## src/rtl/pcs_pkg.sv

```systemverilog
// Package for the peripheral clock slice.
// Holds the shared field widths, the register word indices, the live
// configuration record and the divide-code validity rule.
package pcs_pkg;

    localparam int NUM_SRC   = 4;
    localparam int SEL_W     = $clog2(NUM_SRC);
    localparam int CODE_W    = 3;
    localparam int CODE_MAX  = 6;
    localparam int NUM_WORDS = 6;

    localparam int WORD_SRC  = 0;
    localparam int WORD_DIV0 = 1;
    localparam int WORD_CSEL = 4;
    localparam int WORD_DIS  = 5;

    typedef struct packed {
        logic [SEL_W-1:0]  sel;
        logic [CODE_W-1:0] d1;
        logic [CODE_W-1:0] d2;
        logic              byp;
    } slice_cfg_t;

    localparam slice_cfg_t CFG_RESET = '{sel: '0, d1: CODE_W'(1), d2: CODE_W'(1), byp: 1'b0};

    // A divide code is usable only from 1 to CODE_MAX
    function automatic logic code_ok(input logic [CODE_W-1:0] c);
        return (c != '0) && (c <= CODE_W'(CODE_MAX));
    endfunction

endpackage

```

## src/rtl/pcs_regs.sv

```systemverilog
// Register file of the clock slice.
// Six data words sit at 4-byte steps. Writes complete in one cycle.
// The module extracts the requested configuration and the gate bit.
// Assumes field positions given by parameters lie inside their word.
module pcs_regs
    import pcs_pkg::*;
#(
    parameter int DATA_W      = 32,
    parameter int ADDR_W      = 5,
    parameter int MUX_SHIFT   = 4,
    parameter int DIV_A_WORD  = 1,
    parameter int DIV_A_SHIFT = 3,
    parameter int DIV_B_WORD  = 1,
    parameter int DIV_B_SHIFT = 0,
    parameter int GATE_BIT    = 6,
    parameter int BYPASS_BIT  = 6
) (
    input  logic              clk,
    input  logic              rst_n,
    input  logic              wr_en,
    input  logic [ADDR_W-1:0] wr_addr,
    input  logic [DATA_W-1:0] wr_data,
    output slice_cfg_t        cfg_req,
    output logic              gate_off
);

    localparam int IDX_W  = ADDR_W - 2;
    localparam int A_WORD = WORD_DIV0 + DIV_A_WORD;
    localparam int B_WORD = WORD_DIV0 + DIV_B_WORD;

    // Reset image: disable word all ones, both divide codes equal to 1
    function automatic logic [DATA_W-1:0] reset_word(input int w);
        logic [DATA_W-1:0] v;
        v = '0;
        if (w == WORD_DIS) v = '1;
        if (w == A_WORD)   v = v | (DATA_W'(1) << DIV_A_SHIFT);
        if (w == B_WORD)   v = v | (DATA_W'(1) << DIV_B_SHIFT);
        return v;
    endfunction

    logic [NUM_WORDS-1:0][DATA_W-1:0] word_q;
    logic [IDX_W-1:0]                 wr_idx;
    logic                             wr_hit;
    logic                             unused_word_bits;

    assign wr_idx = wr_addr[ADDR_W-1:2];
    assign wr_hit = wr_en && (wr_addr[1:0] == 2'b00) && (wr_idx < IDX_W'(NUM_WORDS));

    // Capture bus writes into the addressed word, load the reset image on reset
    always_ff @(posedge clk) begin
        for (int w = 0; w < NUM_WORDS; w++) begin
            if (!rst_n) begin
                word_q[w] <= reset_word(w);
            end else if (wr_hit && (wr_idx == IDX_W'(w))) begin
                word_q[w] <= wr_data;
            end
        end
    end

    assign cfg_req.sel = word_q[WORD_SRC][MUX_SHIFT +: SEL_W];
    assign cfg_req.d1  = word_q[A_WORD][DIV_A_SHIFT +: CODE_W];
    assign cfg_req.d2  = word_q[B_WORD][DIV_B_SHIFT +: CODE_W];
    assign cfg_req.byp = word_q[WORD_CSEL][BYPASS_BIT];
    assign gate_off    = word_q[WORD_DIS][GATE_BIT];

    assign unused_word_bits = ^word_q;

    // Reset leaves every output gated
    assert_reset_gated_R1: assert property (@(posedge clk) !rst_n |=> gate_off)
        else $error("reset did not leave the gate closed");

    // Setting the gate bit closes the gate on the next cycle
    assert_disable_write_R7: assert property (@(posedge clk) disable iff (!rst_n)
        (wr_hit && (wr_idx == IDX_W'(WORD_DIS)) && wr_data[GATE_BIT]) |=> gate_off)
        else $error("gate write not captured");

endmodule

```

## src/rtl/pcs_div_stage.sv

```systemverilog
// One divide stage of the clock slice.
// Counts input ticks while run is high. On the tick that completes
// 'code' ticks it raises tick_out in the same cycle and wraps to zero.
// Assumes code is valid whenever run is high, and that code changes
// only in a cycle where clr is high.
module pcs_div_stage
    import pcs_pkg::*;
#(
    parameter int CW = CODE_W
) (
    input  logic          clk,
    input  logic          rst_n,
    input  logic          clr,
    input  logic          run,
    input  logic          tick_in,
    input  logic [CW-1:0] code,
    output logic          tick_out
);

    logic [CW-1:0] cnt_q;
    logic          last;

    assign last     = (cnt_q == code - CW'(1));
    assign tick_out = run && tick_in && last;

    // Advance on each input tick, wrap after the last one, clear on reload
    always_ff @(posedge clk) begin
        if (!rst_n) begin
            cnt_q <= '0;
        end else if (clr) begin
            cnt_q <= '0;
        end else if (run && tick_in) begin
            cnt_q <= last ? '0 : cnt_q + CW'(1);
        end
    end

    // The count never reaches the code while the stage runs
    assert_count_below_code_R4: assert property (@(posedge clk) disable iff (!rst_n)
        run |-> (cnt_q < code))
        else $error("divide count escaped its range");

endmodule

```

## src/rtl/pcs_shadow.sv

```systemverilog
// Active-configuration shadow of the clock slice.
// Holds the source, divide and bypass setting that is in use. It
// reloads from the register file only at an output period boundary:
// a reference tick in bypass, a completed divided period, or any
// cycle in which the active divide codes are invalid.
module pcs_shadow
    import pcs_pkg::*;
(
    input  logic       clk,
    input  logic       rst_n,
    input  slice_cfg_t cfg_req,
    input  logic       ref_tick,
    input  logic       div_pulse,
    output slice_cfg_t cfg_act,
    output logic       cfg_ok,
    output logic       reload
);

    assign cfg_ok = code_ok(cfg_act.d1) && code_ok(cfg_act.d2);
    assign reload = cfg_act.byp ? ref_tick : (div_pulse || !cfg_ok);

    // Copy the requested setting at each period boundary
    always_ff @(posedge clk) begin
        if (!rst_n) begin
            cfg_act <= CFG_RESET;
        end else if (reload) begin
            cfg_act <= cfg_req;
        end
    end

    // Between boundaries the active setting does not move
    assert_cfg_held_R6: assert property (@(posedge clk) disable iff (!rst_n)
        !reload |=> $stable(cfg_act))
        else $error("active setting changed inside a period");

    // An invalid divided setting is replaced on the very next cycle
    assert_invalid_reload_R5: assert property (@(posedge clk) disable iff (!rst_n)
        (!cfg_ok && !cfg_act.byp) |=> (cfg_act == $past(cfg_req)))
        else $error("invalid setting not reloaded");

endmodule

```

## src/rtl/periph_clk_slice.sv

```systemverilog
// Peripheral clock slice: source mux, two cascaded dividers, gate.
// All clocks are modelled as one-cycle tick strobes in the clk domain.
// The output is a registered strobe, so every pulse lasts exactly
// one cycle and gating can never shorten a pulse.
module periph_clk_slice
    import pcs_pkg::*;
#(
    parameter int DATA_W      = 32,
    parameter int ADDR_W      = 5,
    parameter int MUX_SHIFT   = 4,
    parameter int DIV_A_WORD  = 1,
    parameter int DIV_A_SHIFT = 3,
    parameter int DIV_B_WORD  = 1,
    parameter int DIV_B_SHIFT = 0,
    parameter int GATE_BIT    = 6,
    parameter int BYPASS_BIT  = 6
) (
    input  logic               clk,
    input  logic               rst_n,
    input  logic [NUM_SRC-1:0] src_tick,
    input  logic               ref_tick,
    input  logic               wr_en,
    input  logic [ADDR_W-1:0]  wr_addr,
    input  logic [DATA_W-1:0]  wr_data,
    output logic               out_tick
);

    slice_cfg_t cfg_req;
    slice_cfg_t cfg_act;
    logic       gate_off;
    logic       cfg_ok;
    logic       reload;
    logic       run;
    logic       sel_tick;
    logic       tick_a;
    logic       div_pulse;

    pcs_regs #(
        .DATA_W      (DATA_W),
        .ADDR_W      (ADDR_W),
        .MUX_SHIFT   (MUX_SHIFT),
        .DIV_A_WORD  (DIV_A_WORD),
        .DIV_A_SHIFT (DIV_A_SHIFT),
        .DIV_B_WORD  (DIV_B_WORD),
        .DIV_B_SHIFT (DIV_B_SHIFT),
        .GATE_BIT    (GATE_BIT),
        .BYPASS_BIT  (BYPASS_BIT)
    ) u_regs (
        .clk      (clk),
        .rst_n    (rst_n),
        .wr_en    (wr_en),
        .wr_addr  (wr_addr),
        .wr_data  (wr_data),
        .cfg_req  (cfg_req),
        .gate_off (gate_off)
    );

    pcs_shadow u_shadow (
        .clk       (clk),
        .rst_n     (rst_n),
        .cfg_req   (cfg_req),
        .ref_tick  (ref_tick),
        .div_pulse (div_pulse),
        .cfg_act   (cfg_act),
        .cfg_ok    (cfg_ok),
        .reload    (reload)
    );

    assign sel_tick = src_tick[cfg_act.sel];
    assign run      = cfg_ok && !cfg_act.byp;

    pcs_div_stage u_stage_a (
        .clk      (clk),
        .rst_n    (rst_n),
        .clr      (reload),
        .run      (run),
        .tick_in  (sel_tick),
        .code     (cfg_act.d1),
        .tick_out (tick_a)
    );

    pcs_div_stage u_stage_b (
        .clk      (clk),
        .rst_n    (rst_n),
        .clr      (reload),
        .run      (run),
        .tick_in  (tick_a),
        .code     (cfg_act.d2),
        .tick_out (div_pulse)
    );

    // Register the gated strobe from either the divided path or the reference
    always_ff @(posedge clk) begin
        if (!rst_n) begin
            out_tick <= 1'b0;
        end else begin
            out_tick <= !gate_off && (cfg_act.byp ? ref_tick : div_pulse);
        end
    end

    // A closed gate silences the next output cycle
    assert_gate_silences_R7: assert property (@(posedge clk) disable iff (!rst_n)
        gate_off |=> !out_tick)
        else $error("pulse passed a closed gate");

    // An invalid divided setting produces no pulse
    assert_invalid_silent_R5: assert property (@(posedge clk) disable iff (!rst_n)
        (!cfg_ok && !cfg_act.byp) |=> !out_tick)
        else $error("pulse from invalid divide code");

    // In bypass the output repeats the reference one cycle later
    assert_bypass_follow_R8: assert property (@(posedge clk) disable iff (!rst_n)
        (cfg_act.byp && !gate_off) |=> (out_tick == $past(ref_tick)))
        else $error("bypass output does not follow reference");

endmodule

```

## config.mk

```make
export PLATFORM = sky130hd
export DESIGN_NAME = periph_clk_slice
export DESIGN_NICKNAME = d
export VERILOG_FILES = /design/src/rtl/pcs_pkg.sv /design/src/rtl/pcs_regs.sv /design/src/rtl/pcs_div_stage.sv /design/src/rtl/pcs_shadow.sv /design/src/rtl/periph_clk_slice.sv
export SDC_FILE = /design/constraint.sdc
export NUM_CORES = 1
export LEC_CHECK = 0
export ABC_AREA = 1
export BUFFER_PORTS_ARGS = -buffer_cell sky130_fd_sc_hd__buf_2
export CORE_ASPECT_RATIO = 2
export CORE_MARGIN = 2
export CORE_UTILIZATION = 25
export DETAILED_ROUTE_END_ITERATION = 12
export GPL_ROUTABILITY_DRIVEN = 1
export SLEW_MARGIN = 10
export SYNTH_ARGS = -nofsm -noshare
export SYNTH_HDL_FRONTEND = slang
export SYNTH_SLANG_ARGS = --single-unit
```

## constraint.sdc

```tcl
create_clock -name clk -period 2.5 [get_ports clk]
set_clock_uncertainty 0.1 [all_clocks]
set_input_delay 0.125 -clock clk [delete_from_list [all_inputs] [get_ports clk]]
set_output_delay 0.125 -clock clk [all_outputs]
set_load 0.01 [all_outputs]
```

# == Yosys cells after proc, flatten, opt, wreduce, memory -nomap -nowiden ==
# Cells that the tools add are included.
# word_totals
register_bits,42
latch_bits,0
mem_bits_rw,0
mem_bits_ro,0
in_bits,45
out_inout_bits,1
word_cells,55
memories,0
# classes
addsub,4
mul,0
div,0
order_cmp,4
eq_ne,5
shifts,0
muxes,6
bitwise,1
reduce_logical,24
# op_table
op,n
$logic_and A1 B1 Y1,15
$add A3 B1 Y3 const B,2
$eq A3 B3 Y1,2
$eq A3 B3 Y1 const B,2
$le A3 B3 Y1 const B,2
$mux W3,2
$reduce_bool A3 Y1,2
$sub A3 B1 Y3 const B,2
$eq A3 B2 Y1 const B,1
$logic_not A1 Y1,3
$logic_not A3 Y1,1
$lt A2 B3 Y1 const B,1
$lt A3 B3 Y1 const B,1
$mux W1,3
$bmux W1 S2,1
$logic_not A2 Y1,1
$reduce_or A2 Y1,1
$logic_or A1 B1 Y1,1
$not A1 Y1,1

# == Logic depth before layout (Yosys ltp) ==
# Gate-level depths: netlist of the first run.
# depth
depth_word,11
ltp_mapped,13
mapped_depth_nobuf,13

# == Hierarchy ==
# From an unflattened synthesis of the first run, not the netlist that was laid out.
# unflattened
cells_unflattened,235
area_unflattened_um2,1532.7
# by_module_without_submodules
mod,n_inst,cells_each,area_per_inst_um2,seq_area_each_um2
pcs_div_stage,2,40,241.5,60.1
pcs_regs,1,67,479.2,200.2
pcs_shadow,1,66,462.9,180.2
periph_clk_slice,1,22,107.6,20.0

# == Worst setup path before layout of the first run ==
# No wires, ideal clock.
# synth_path
path_type,flip-flop to flip-flop
startpoint,"register, netlist name u_shadow.cfg_act[4]"
endpoint,register u_stage_b.cnt_q[1]
setup_ps,78
arrival_ps,1562
required_time_ps,2322
slack_ps,760
path_stages_with_launch,10
n_path_buf,1
period_less_slack_ps,1740
path_cell_list,dfxtp_1 inv_1 ha_1 or2_2 nand4_1 nor2_4 nand3_4 buf_6 nand4_4 nor3_1
# synth_via
elab_chain_cells,11
word_cells_on_any_way,15
classes_between,add/sub (1); order compare (1); eq/ne (1); mux (1); reduce/logical (11)
# synth_lines
element,line_no,text
$le A3 B3 Y1 / $reduce_bool A3 Y1 (equally long branches),pcs_pkg.sv:28,return (c != '0) && (c <= CODE_W'(CODE_MAX));
$logic_and A1 B1 Y1,pcs_pkg.sv:28,
$logic_and A1 B1 Y1,pcs_shadow.sv:19,assign cfg_ok = code_ok(cfg_act.d1) && code_ok(cfg_act.d2);
$logic_and A1 B1 Y1,periph_clk_slice.sv:70,assign run = cfg_ok && !cfg_act.byp;
$logic_and A1 B1 Y1 (2 in series),pcs_div_stage.sv:24,assign tick_out = run && tick_in && last;
$logic_and A1 B1 Y1,"pcs_div_stage.sv:24, pcs_div_stage.sv:32",
$logic_and A1 B1 Y1,pcs_div_stage.sv:24,
$logic_or A1 B1 Y1,pcs_shadow.sv:20,assign reload = cfg_act.byp ? ref_tick : (div_pulse || !cfg_ok);
$mux W1,pcs_shadow.sv:20,
$reduce_or A2 Y1 (no line),-,
"end signal, assigned",pcs_div_stage.sv:33,cnt_q <= last ? '0 : cnt_q + CW'(1);
"end, declared",pcs_div_stage.sv:20,logic [CW-1:0] cnt_q;
# Several ways; a longest one is shown, not always the timed one.
# A chain may end at the register's enable or synchronous reset.

# == Final worst setup path of the first run ==
# layout_path
startpoint,"register, netlist name u_shadow.cfg_act[4]"
endpoint,"register, netlist name u_shadow.cfg_act[8]"
# layout_via
elab_chain_cells,10
word_cells_on_any_way,14
classes_between,add/sub (1); order compare (1); eq/ne (1); mux (1); reduce/logical (10)
# layout_lines
element,line_no
$le A3 B3 Y1 / $reduce_bool A3 Y1 (equally long branches),pcs_pkg.sv:28
$logic_and A1 B1 Y1,pcs_pkg.sv:28
$logic_and A1 B1 Y1,pcs_shadow.sv:19
$logic_and A1 B1 Y1,periph_clk_slice.sv:70
$logic_and A1 B1 Y1 (4 in series),pcs_div_stage.sv:24
$logic_or A1 B1 Y1 *,pcs_shadow.sv:20
$mux W1 *,pcs_shadow.sv:20
# Every way passes the cells marked *; elsewhere a longest branch is shown, timed or not.

==> metrics.txt, run 1 <==
status finished, final reports clean; reg2reg end u_shadow.cfg_act[8]; vias in the first global route 1231; Pwr Density between 900 and 1000 nW/µm²; cell count after synthesis between 200 and 250; crit start category flop; Final min period 2050 ps; first-pass GRT wire length 5030 µm; crit path capture u_shadow.cfg_act[8]; Internal 990 µW; boundary pin count 46; R2R cell count 11; Die H 114 µm; register area 520 µm²; final hold vios 0; syn nets 258; Sum Neg Setup Slack 0 ps; Clock transition at path regs 70 ps; Top delay family on crit path simple AND/OR/NAND/NOR gates; Syn. warnings 0; drc violations 0; reg2reg setup slack roughly 450 ps; mean post-synth cell area around 7.4 µm²; # rows 40; CTS max path bufs 2; NetSw 670 µW; worst-path maximum fanout 11; Initial Util 25.6%; post-route cell area between 1500 and 2000 µm²; max-cap viol count 0; Via-to-Cell Ratio between 4 and 5; Buf/Inv on CP 2; fin crit share between 80 and 90%; Critical Path Stages 11; hpwl dp 2180 µm; CP peak stage delay 370 ps; fin nets roughly 280; Main synth FF type dfxtp_1; CP arrival roughly 2100 ps; RR Startpoint u_shadow.cfg_act[4]; Max transition margin 62.8%; Root Driver clkbuf_16; Worst Hold Class input pin to flop; I/O Buffers 20; CTS Sinks 26; Core Area 5910 µm²; Antenna Cells 0; Fillers roughly 640; Clk Latency, worst-skew pair 260 ps; beginning of the critical path u_shadow.cfg_act[4]; Gate power share 46.3%; GR Util All Layers roughly 9.1%; Netlist Area Pre-Place ~1500 µm²; dpl cell area roughly 1700 µm²; gpl congestion 0.739; final WL 2680 µm; Final setup viols 0; Post-synth EDFFs 0; setup bufs post-CTS 0; RSZ-0062 raised after global routing false; Seq/Total Area, Yosys 34.5%; VDD IR max 349 µV; CTS tree built; clock power share approximately a quarter; Worst Tran Pin Value 553 ps; Yosys reg bits 26; Power Total 1660 µW; TritonCTS Buffers 3; Static Leak 0.000844 µW; DRT iter0 DRCs 28; multi-input logic area ~830 µm²; via count 1245; largest net degree at the start of global routing 18; Antenna Violating Nets Remaining 0; CP Capture Type flop; Yosys cell types 32; global route overflow 0; switching part of the total 40.3%; fin. max-slew vios 0; Reg power frac 30.3%; Chip Width between 50 and 60 µm; Die ar. 6720 µm²; CP required 2560 ps; ys async rst share 0%; layout cells sized above 1 18.9%; f_max 488 MHz; H-tree depth 1; Setup CP Type flop to flop; drt pass-1 iters 3; CP Cell Sequence inv_1 -> ha_1 -> or2_1 -> nand2_2 -> nand3_4 -> nor2_8 -> nand3_4 -> nand3_2 -> nand2_1 -> inv_1 -> nor2_2; antenna violations before repair 0; worst hold start wr_data[4]; area grow syn2layout 17.0%; Routed WL per cell 9.25 µm; Crit-path slowest cell dfxtp_1
## logic make-up after synthesis
group                      count (synthesis)  share of synthesized area (%)
xor gates and xnor gates                   4                           2.32
adders and majority gates                  8                           6.63
buffers and inverters                     38                           10.5
AOI/OAI and AO/OA                         19                           7.13
and+or+nand+nor                          110                           38.9
DFF                                       26                           34.5
## how the worst min path moves through the flow
stage / endpoint / slack [ps] / depth (start not counted)
after floorplan: u_regs.cfg_req[1] / 150 / 2
after global placement: u_regs.cfg_req[4] / 240 / 3
after detailed placement: u_regs.cfg_req[4] / 250 / 3
after CTS: u_regs.cfg_req[7] / 30 / 3
after global routing: u_regs.cfg_req[7] / 30 / 3
final: u_regs.cfg_req[7] / 30 / 3
## placed cells by master, fill, tap and decap left out, types with 3 or more instances in the layout
cell / n
nor2_2: 6
nand3_1: 10
o21ai_0: 6
dfxtp_1: 26
nor2_1: 21
clkbuf_16: 3
nand4_1: 9
xor2_1: 4
buf_2: 20
inv_1: 34
nand2_1: 47
ha_1: 8
a21oi_1: 10
## synthesized netlist by cell type, types with 2 or more instances
cell type | number | area, µm²
nand2_1 | 47 | 176
or2_2 | 2 | 12.5
dfxtp_1 | 26 | 521
nand3_1 | 10 | 50.1
a21oi_1 | 10 | 50.1
nor2_1 | 21 | 78.8
xor2_1 | 4 | 35.0
nand4_1 | 9 | 56.3
nor2_2 | 6 | 37.5
inv_1 | 34 | 128
ha_1 | 8 | 100
nand3_4 | 2 | 35.0
nand2_2 | 2 | 12.5
o21ai_0 | 6 | 30.0
## flip-flops by register name, summed over array words and instances (netlist names)
signal            count
out_tick              1
u_shadow.cfg_act      9
u_regs.gate_off       1
u_regs.cfg_req        9
u_stage_b.cnt_q       3
u_stage_a.cnt_q       3
## worst min-delay path: stages
cell,delay [ps]
buf_2,100
a21oi_1,60
nor2_1,70
## timing repair
action | in CTS | in global routing
hold buffers | 2 | 0
endpoints found under the hold margin | 2 | 0
gates resized for setup | 0 | 0
## stage by stage
stage,util (%),std cells,setup WS (ps),hold WS [ps]
after floorplan,-,205,760,151
after global placement,28.1,284,471,237
after global routing,29.9,290,235,29.6
after CTS,29.9,290,414,28.5
after detailed placement,28.1,284,438,246
final,29.9,290,451,29.3
## power by group through the flow
stage,Sequential [µW],Combinational [µW],Clock [µW]
2_1_floorplan,502,660,0
3_3_place_gp,509,763,0
5_1_grt,508,899,419
4_1_cts,502,786,397
6_report,502,769,389
3_5_place_dp,512,778,0
## layer usage
metal,wire length [µm],global-route usage [%]
met1,1210,10.8
met2,1380,16.4
met3,89,1.70
met4,0,1.82
met5,0,0
## cell type report
class                           count  share of cell area [%]
Sequential cell                    26                    29.5
Tap cell                           63                    4.46
Multi-Input combinational cell    141                    47.0
Timing Repair Buffer               22                    6.80
Clock buffer                        4                    5.03
Inverter                           34                    7.22
No activity file was read; power rests on OpenSTA's default activity.
==> inputs of run 2 (changes only) <==
Clock period 2.5 ns to 1.9 ns, I/O delays scaled along.
==> run 2 against run 1 <==
  * Critical path type unchanged
  * Die area stayed put
  * Hold slack worse by 26 ps
  * Combinational power is 60% higher
  * Sequential cell count stayed put
  * Register-to-register slack worse by 310 ps
  * Largest power group unchanged
  * Worst setup slack worse by 310 ps
  * Fmax is 17% higher
==> metrics.txt, run 2 (same netlist as run 1, synthesis figures left out) <==
drt pass-1 iters 4 (+1); fin nets 292 (+3.9%); setup bufs post-CTS 0 (unchanged); f_max 569 MHz (+17%); RSZ-0062 raised after global routing false; Final setup viols 0 (unchanged); worst hold start wr_data[5]; RR Startpoint u_shadow.cfg_act[4]; drc violations 0 (unchanged); largest net degree at the start of global routing 18 (unchanged); Via-to-Cell Ratio 4.32 (+0.63%); Worst Tran Pin Value 593 ps (+40.0 ps); M2 GR Usage 17.5% (+1.0 points); DRT iter0 DRCs 46 (+64%); # rows 40 (unchanged); Pwr Density 1240 nW/µm² (+32%); via count 1296 (+4.1%); most frequent cells in the layout 47 x nand2_1, 31 x inv_1, 23 x dfxtp_1; Initial Util 25.6% (unchanged); Routed WL per cell 9.11 µm (-1.5%); Power Total 2360 µW (+42%); Die ar. 6720 µm² (unchanged); final WL 2730 µm (+1.9%); Hold WS 3.10 ps (-26.2 ps); GR Util All Layers 9.28% (+0.19 points); CP arrival 1810 ps (-300 ps); fin. max-slew vios 0 (unchanged); Buf/Inv on CP 4 (+2); max-cap viol count 0 (unchanged); Worst Hold End u_regs.cfg_req[6]; global route overflow 0 (unchanged); reg2reg end u_stage_b.cnt_q[0]; Sum Neg Setup Slack 0 ps (unchanged); hpwl dp 2280 µm (+4.7%); CP required 1950 ps (-610 ps); status finished, final reports clean; CTS tree built; Clock transition at path regs 70 ps (about the same); Antenna Violating Nets Remaining 0 (unchanged); layout cells sized above 1 26.6% (+7.6 points); vias in the first global route 1297 (+5.4%); commonest non-fill, non-tap cell in the layout nand2_1; Static Leak 0.000889 µW (+5.3%); Setup CP Type flop to flop; Worst Hold Class input pin to flop; grt met3 use 1.93% (+0.23 points); Root Driver clkbuf_16; R2R cell count 13 (+2); TritonCTS Buffers 3 (unchanged); final hold vios 0 (unchanged); area grow syn2layout 25.4%; Final min period 1760 ps (-293 ps); boundary pin count 46 (unchanged); fin crit share 92.5% (+10 points); antenna violations before repair 0 (unchanged); gpl congestion 0.765 (+3.6%); Chip Width 59.0 µm (unchanged); first-pass GRT wire length 5090 µm (+1.2%); crit start category flop; GR peak layer met2; I/O Buffers 20 (unchanged); Critical Path Stages 13 (+2); Max transition margin 60.1% (-2.7 points); CP Cell Sequence inv_2 -> buf_4 -> ha_1 -> inv_1 -> nand2_1 -> nand2_1 -> nand2_2 -> nand3_4 -> nor2_8 -> buf_4 -> nand2_1 -> xor2_1 -> nor2_1; Core Area 5910 µm² (unchanged); CTS Sinks 26 (unchanged); Antenna Cells 0 (unchanged); Die H 114 µm (unchanged); Top delay family on crit path simple AND/OR/NAND/NOR gates; reg2reg setup slack 140 ps (-310 ps); Clk Latency, worst-skew pair 260 ps (about the same); CP Capture Type flop; Hold Path Depth 3 (unchanged); H-tree depth 1 (unchanged); CP peak stage delay 330 ps (-40 ps); worst-path maximum fanout 9 (-2); Global Route met1 Usage 10.5% (-0.30 points); most used cell, CP nand2_1; CTS max path bufs 2 (unchanged); VDD IR max 585 µV (+68%); Crit-path slowest cell dfxtp_2
## run 2: worst max-delay path by stage
stage,start,to
floorplan,u_shadow.cfg_act[4],u_stage_b.cnt_q[1]
global placement,u_shadow.cfg_act[2],u_shadow.cfg_act[7]
detailed placement,u_shadow.cfg_act[2],u_shadow.cfg_act[1]
CTS,u_shadow.cfg_act[2],u_shadow.cfg_act[1]
global route,u_shadow.cfg_act[4],u_stage_b.cnt_q[0]
finish,u_shadow.cfg_act[4],u_stage_b.cnt_q[0]
## run 2: layer usage
metal  vias up  share of wire, %
met5         -                 0
met4         0              0.77
met3         2               3.6
met2        19                53
met1       561                42
li1        714                 -
## run 2: area by class of cell
class	count	area, µm²
clock buffer	3	75.1
fill	614	4010
inverter	34	128
multi-input combinational	141	878
sequential	26	524
tap	63	78.8
timing repair buffer	33	209
## run 2: worst reg2reg max path: cells and delay by family (launching register included)
family | cells | cell delay, ps
adders and majority gates | 1 | 190
DFF | 1 | 330
and+or+nand+nor | 7 | 470
xor gates and xnor gates | 1 | 160
buffers and inverters | 4 | 390
## run 2: what timing repair did
item,in CTS,in global routing
gates resized for setup,0,14
hold buffers,3,0
endpoints found under the setup margin,0,16
endpoints found under the hold margin,3,0
## run 2: stage by stage
step                      area [µm²]  setup WS [ps]  cells  util, %
after floorplan                 1510            160    205        -
after global placement          1730           53.4    294     29.3
after detailed placement        1730           28.6    294     29.3
after CTS                       1840           24.0    300     31.1
after global routing            1890           9.97    300     32.1
final                           1890            143    300     32.1
## run 2: power by group
group          total [µW]  switching [µW]  leakage [µW]  internal [µW]
clock network         465             186     0.0000370            279
registers             662            46.3      0.000212            616
logic                1230             704      0.000640            525
total                2360             936      0.000889           1420
==> inputs of run 3 (changes only) <==
Settings changed: ABC_AREA 1 to unset.
==> run 3 against run 2 <==
  * The flow now finishes with violations (negative hold slack, negative setup slack)
  * Global-route usage is 2.9 points higher
  * Combinational power is 9% lower
  * Critical path depth is 5 lower
  * Sequential share of layout area is 3.6 points lower
  * Fmax is 9.7% lower
  * Clock-buffer cell count stayed put
  * First-iteration DRC count is 65% lower
  * Non-clock buffer count is 22 higher
  * Largest cell class unchanged
  * Core utilization is 4.6 points higher
  * Register-to-register slack worse by 190 ps
  * Largest power group unchanged
  * Sequential power is 5.9% lower
  * Critical endpoint is now u_stage_b.cnt_q[1]
  * Synthesized area is 0.83% higher
==> metrics.txt, run 3 <==
pre-CTS setup slack -141 ps (-169 ps); most frequent cell after synthesis dfxtp_1; failing checks negative hold slack, negative setup slack; Routed WL per cell 14.1 µm (+55%); dpl cell area 1850 µm² (+6.8%); antenna violations before repair 0 (unchanged); area grow syn2layout 43.5%; Netlist Area Pre-Place 1520 µm² (+0.83%); drt pass-1 iters 4 (unchanged); GR Util All Layers 12.2% (+2.9 points); # rows 40 (unchanged); Crit-path slowest cell dfxtp_2; H-tree depth 1 (unchanged); Chip Width 59.2 µm (+0.38%); area leader, netlist dfxtp_1; RSZ-0062 raised after global routing true; fin nets 265 (-9.2%); final worst slack -45.0 ps (-188 ps); Die H 114 µm (+0.40%); CP peak stage delay 330 ps (about the same); Top delay family on crit path simple AND/OR/NAND/NOR gates; Seq/Total Area, Yosys 34.2% (-0.28 points); Via-to-Cell Ratio 4.96 (+15%); DRT iter0 DRCs 16 (-65%); cell count after synthesis 159 (-22%); CP Cell Sequence inv_2 -> ha_4 -> xor2_2 -> and3_4 -> buf_6 -> nand4_1 -> mux2_4 -> and3_4; Hold Path Depth 3 (unchanged); Worst Tran Pin Value 512 ps (-80.8 ps); global route overflow 0 (unchanged); hpwl dp 2940 µm (+29%); CP arrival 2010 ps (+200 ps); Pwr Density 1080 nW/µm² (-13%); most used cell, CP and3_4; TritonCTS Buffers 3 (unchanged); Syn. warnings 0 (unchanged); CP required 1960 ps (about the same); Initial Util 25.6% (about the same); share of the synthesized area in the top cell type 34.2% (-0.28 points); Final setup viols 3 (+3); Max transition margin 65.9% (+5.8 points); fin. max-slew vios 0 (unchanged); post-route cell area 2180 µm² (+15%); Clk Latency, worst-skew pair 260 ps (about the same); Main synth FF type dfxtp_1; Clock transition at path regs 70 ps (about the same); layout cells sized above 1 42.7% (+16 points); final WL 3870 µm (+41%); Sum Neg Setup Slack -89.0 ps (-89.0 ps); syn nets 212 (-18%); Post-synth EDFFs 0 (unchanged); Worst Hold Class input pin to flop; first-pass GRT wire length 6230 µm (+22%); Critical Path Stages 8 (-5); Die ar. 6770 µm² (+0.78%); gpl congestion 0.931 (+22%); Area contributors post-synth dfxtp_1 34%, ha_1 6.6%, mux2i_1 5.9%; I/O Buffers 20 (unchanged); largest net degree at the start of global routing 34 (+16); max-cap viol count 0 (unchanged); Yosys reg bits 26 (unchanged); R2R cell count 8 (-5); Commonest cells post-synth 26 x dfxtp_1, 15 x nand2_1, 10 x and3_1, 10 x nor2b_1, 9 x mux2i_1; status finished with violations; boundary pin count 46 (unchanged); mean post-synth cell area 9.58 µm² (+30%); Yosys cell types 43 (+34%); Static Leak 0.00102 µW (+14%); CTS tree built; ys async rst share 0% (unchanged); most frequent cells in the layout 27 x buf_4, 22 x dfxtp_1, 20 x buf_2; via count 1359 (+4.9%); Setup CP Type flop to flop; f_max 514 MHz (-9.7%); final hold vios 2 (+2); CTS Sinks 26 (unchanged); CTS max path bufs 2 (unchanged); VDD IR max 493 µV (-16%); Antenna Cells 0 (unchanged); Buf/Inv on CP 2 (-2); drc violations 0 (unchanged); Final min period 1950 ps (+188 ps); Antenna Violating Nets Remaining 0 (unchanged); Core Area 5960 µm² (+0.85%); crit start category flop; worst-path maximum fanout 3 (-6); fin crit share 102% (+9.9 points); CP Capture Type flop; vias in the first global route 1354 (+4.4%); Root Driver clkbuf_16; Hold WS -5.21 ps (-8.31 ps); commonest non-fill, non-tap cell in the layout buf_4; fin util 36.7% (+4.6 points)
## run 3: cell types whose count changed after synthesis, moves of 6 or more
cell,change
nor2_1,-20
nor2_2,-6
a21oi_1,-7
nand2_1,-32
inv_1,-28
and3_1,+10
mux2i_1,+9
nor2b_1,+10
## run 3: area by class of cell
cell class	instances	area (µm²)
clock buffers	3	75.1
clock inverters	1	30.0
fillers	582	3770
inverters	6	22.5
multi-input cells	120	1050
flip-flops and latches	26	526
well taps	63	78.8
repair buffers	55	400
## run 3: path summary, 6_finish.rpt
| path | slack [ps] | start | endpoint |
|---|---|---|---|
| setup / recovery | -50 | u_shadow.cfg_act[4] | u_stage_b.cnt_q[1] |
| hold / removal | -5 | wr_data[2] | u_regs.cfg_req[3] |
| setup reg to reg | -50 | u_shadow.cfg_act[4] | u_stage_b.cnt_q[1] |
| hold reg to reg | 370 | u_regs.gate_off | u_regs.gate_off |
## run 3: repair_timing
action | in CTS | in global routing
endpoints found under the setup margin | 13 | 15
hold endpoints to repair | 4 | 0
hold buffers | 4 | 0
pin swaps | 5 | 9
gates resized for setup | 12 | 21
buffers inserted | 3 | 5
## run 3: power breakdown
group	switching, µW	internal (µW)	total, µW
clock network	197	419	616
registers	37.4	585	623
logic	521	597	1120
total	755	1600	2360
## run 3: through the flow
stage	instances	power, µW
after global placement	259	1470
after detailed placement	259	1490
after global routing	274	2480
final	274	2360
after CTS	270	2210
after floorplan	159	1140
## run 3: tightest hold or removal path, delay by kind of cell
kind	cells	cell delay (ps)
and+or+nand+nor	1	100
muxes	1	50
buffers and inverters	1	70
## run 3: per-layer routing
metal	global-route usage (%)	part of all wire (%)
met4	6.97	2.8
met1	11.6	35
met5	0	0
met3	1.47	2.1
met2	23.4	60
## run 3: cells by family after synthesis
group           after synthesis  share of synthesized area (%)
simple gates                 67                           26.4
buf+inv                      13                           4.52
fa+ha+maj                     8                           6.57
compound gates               25                           12.9
flops                        26                           34.2
mux                          11                           8.38
xor+xnor                      9                           7.07
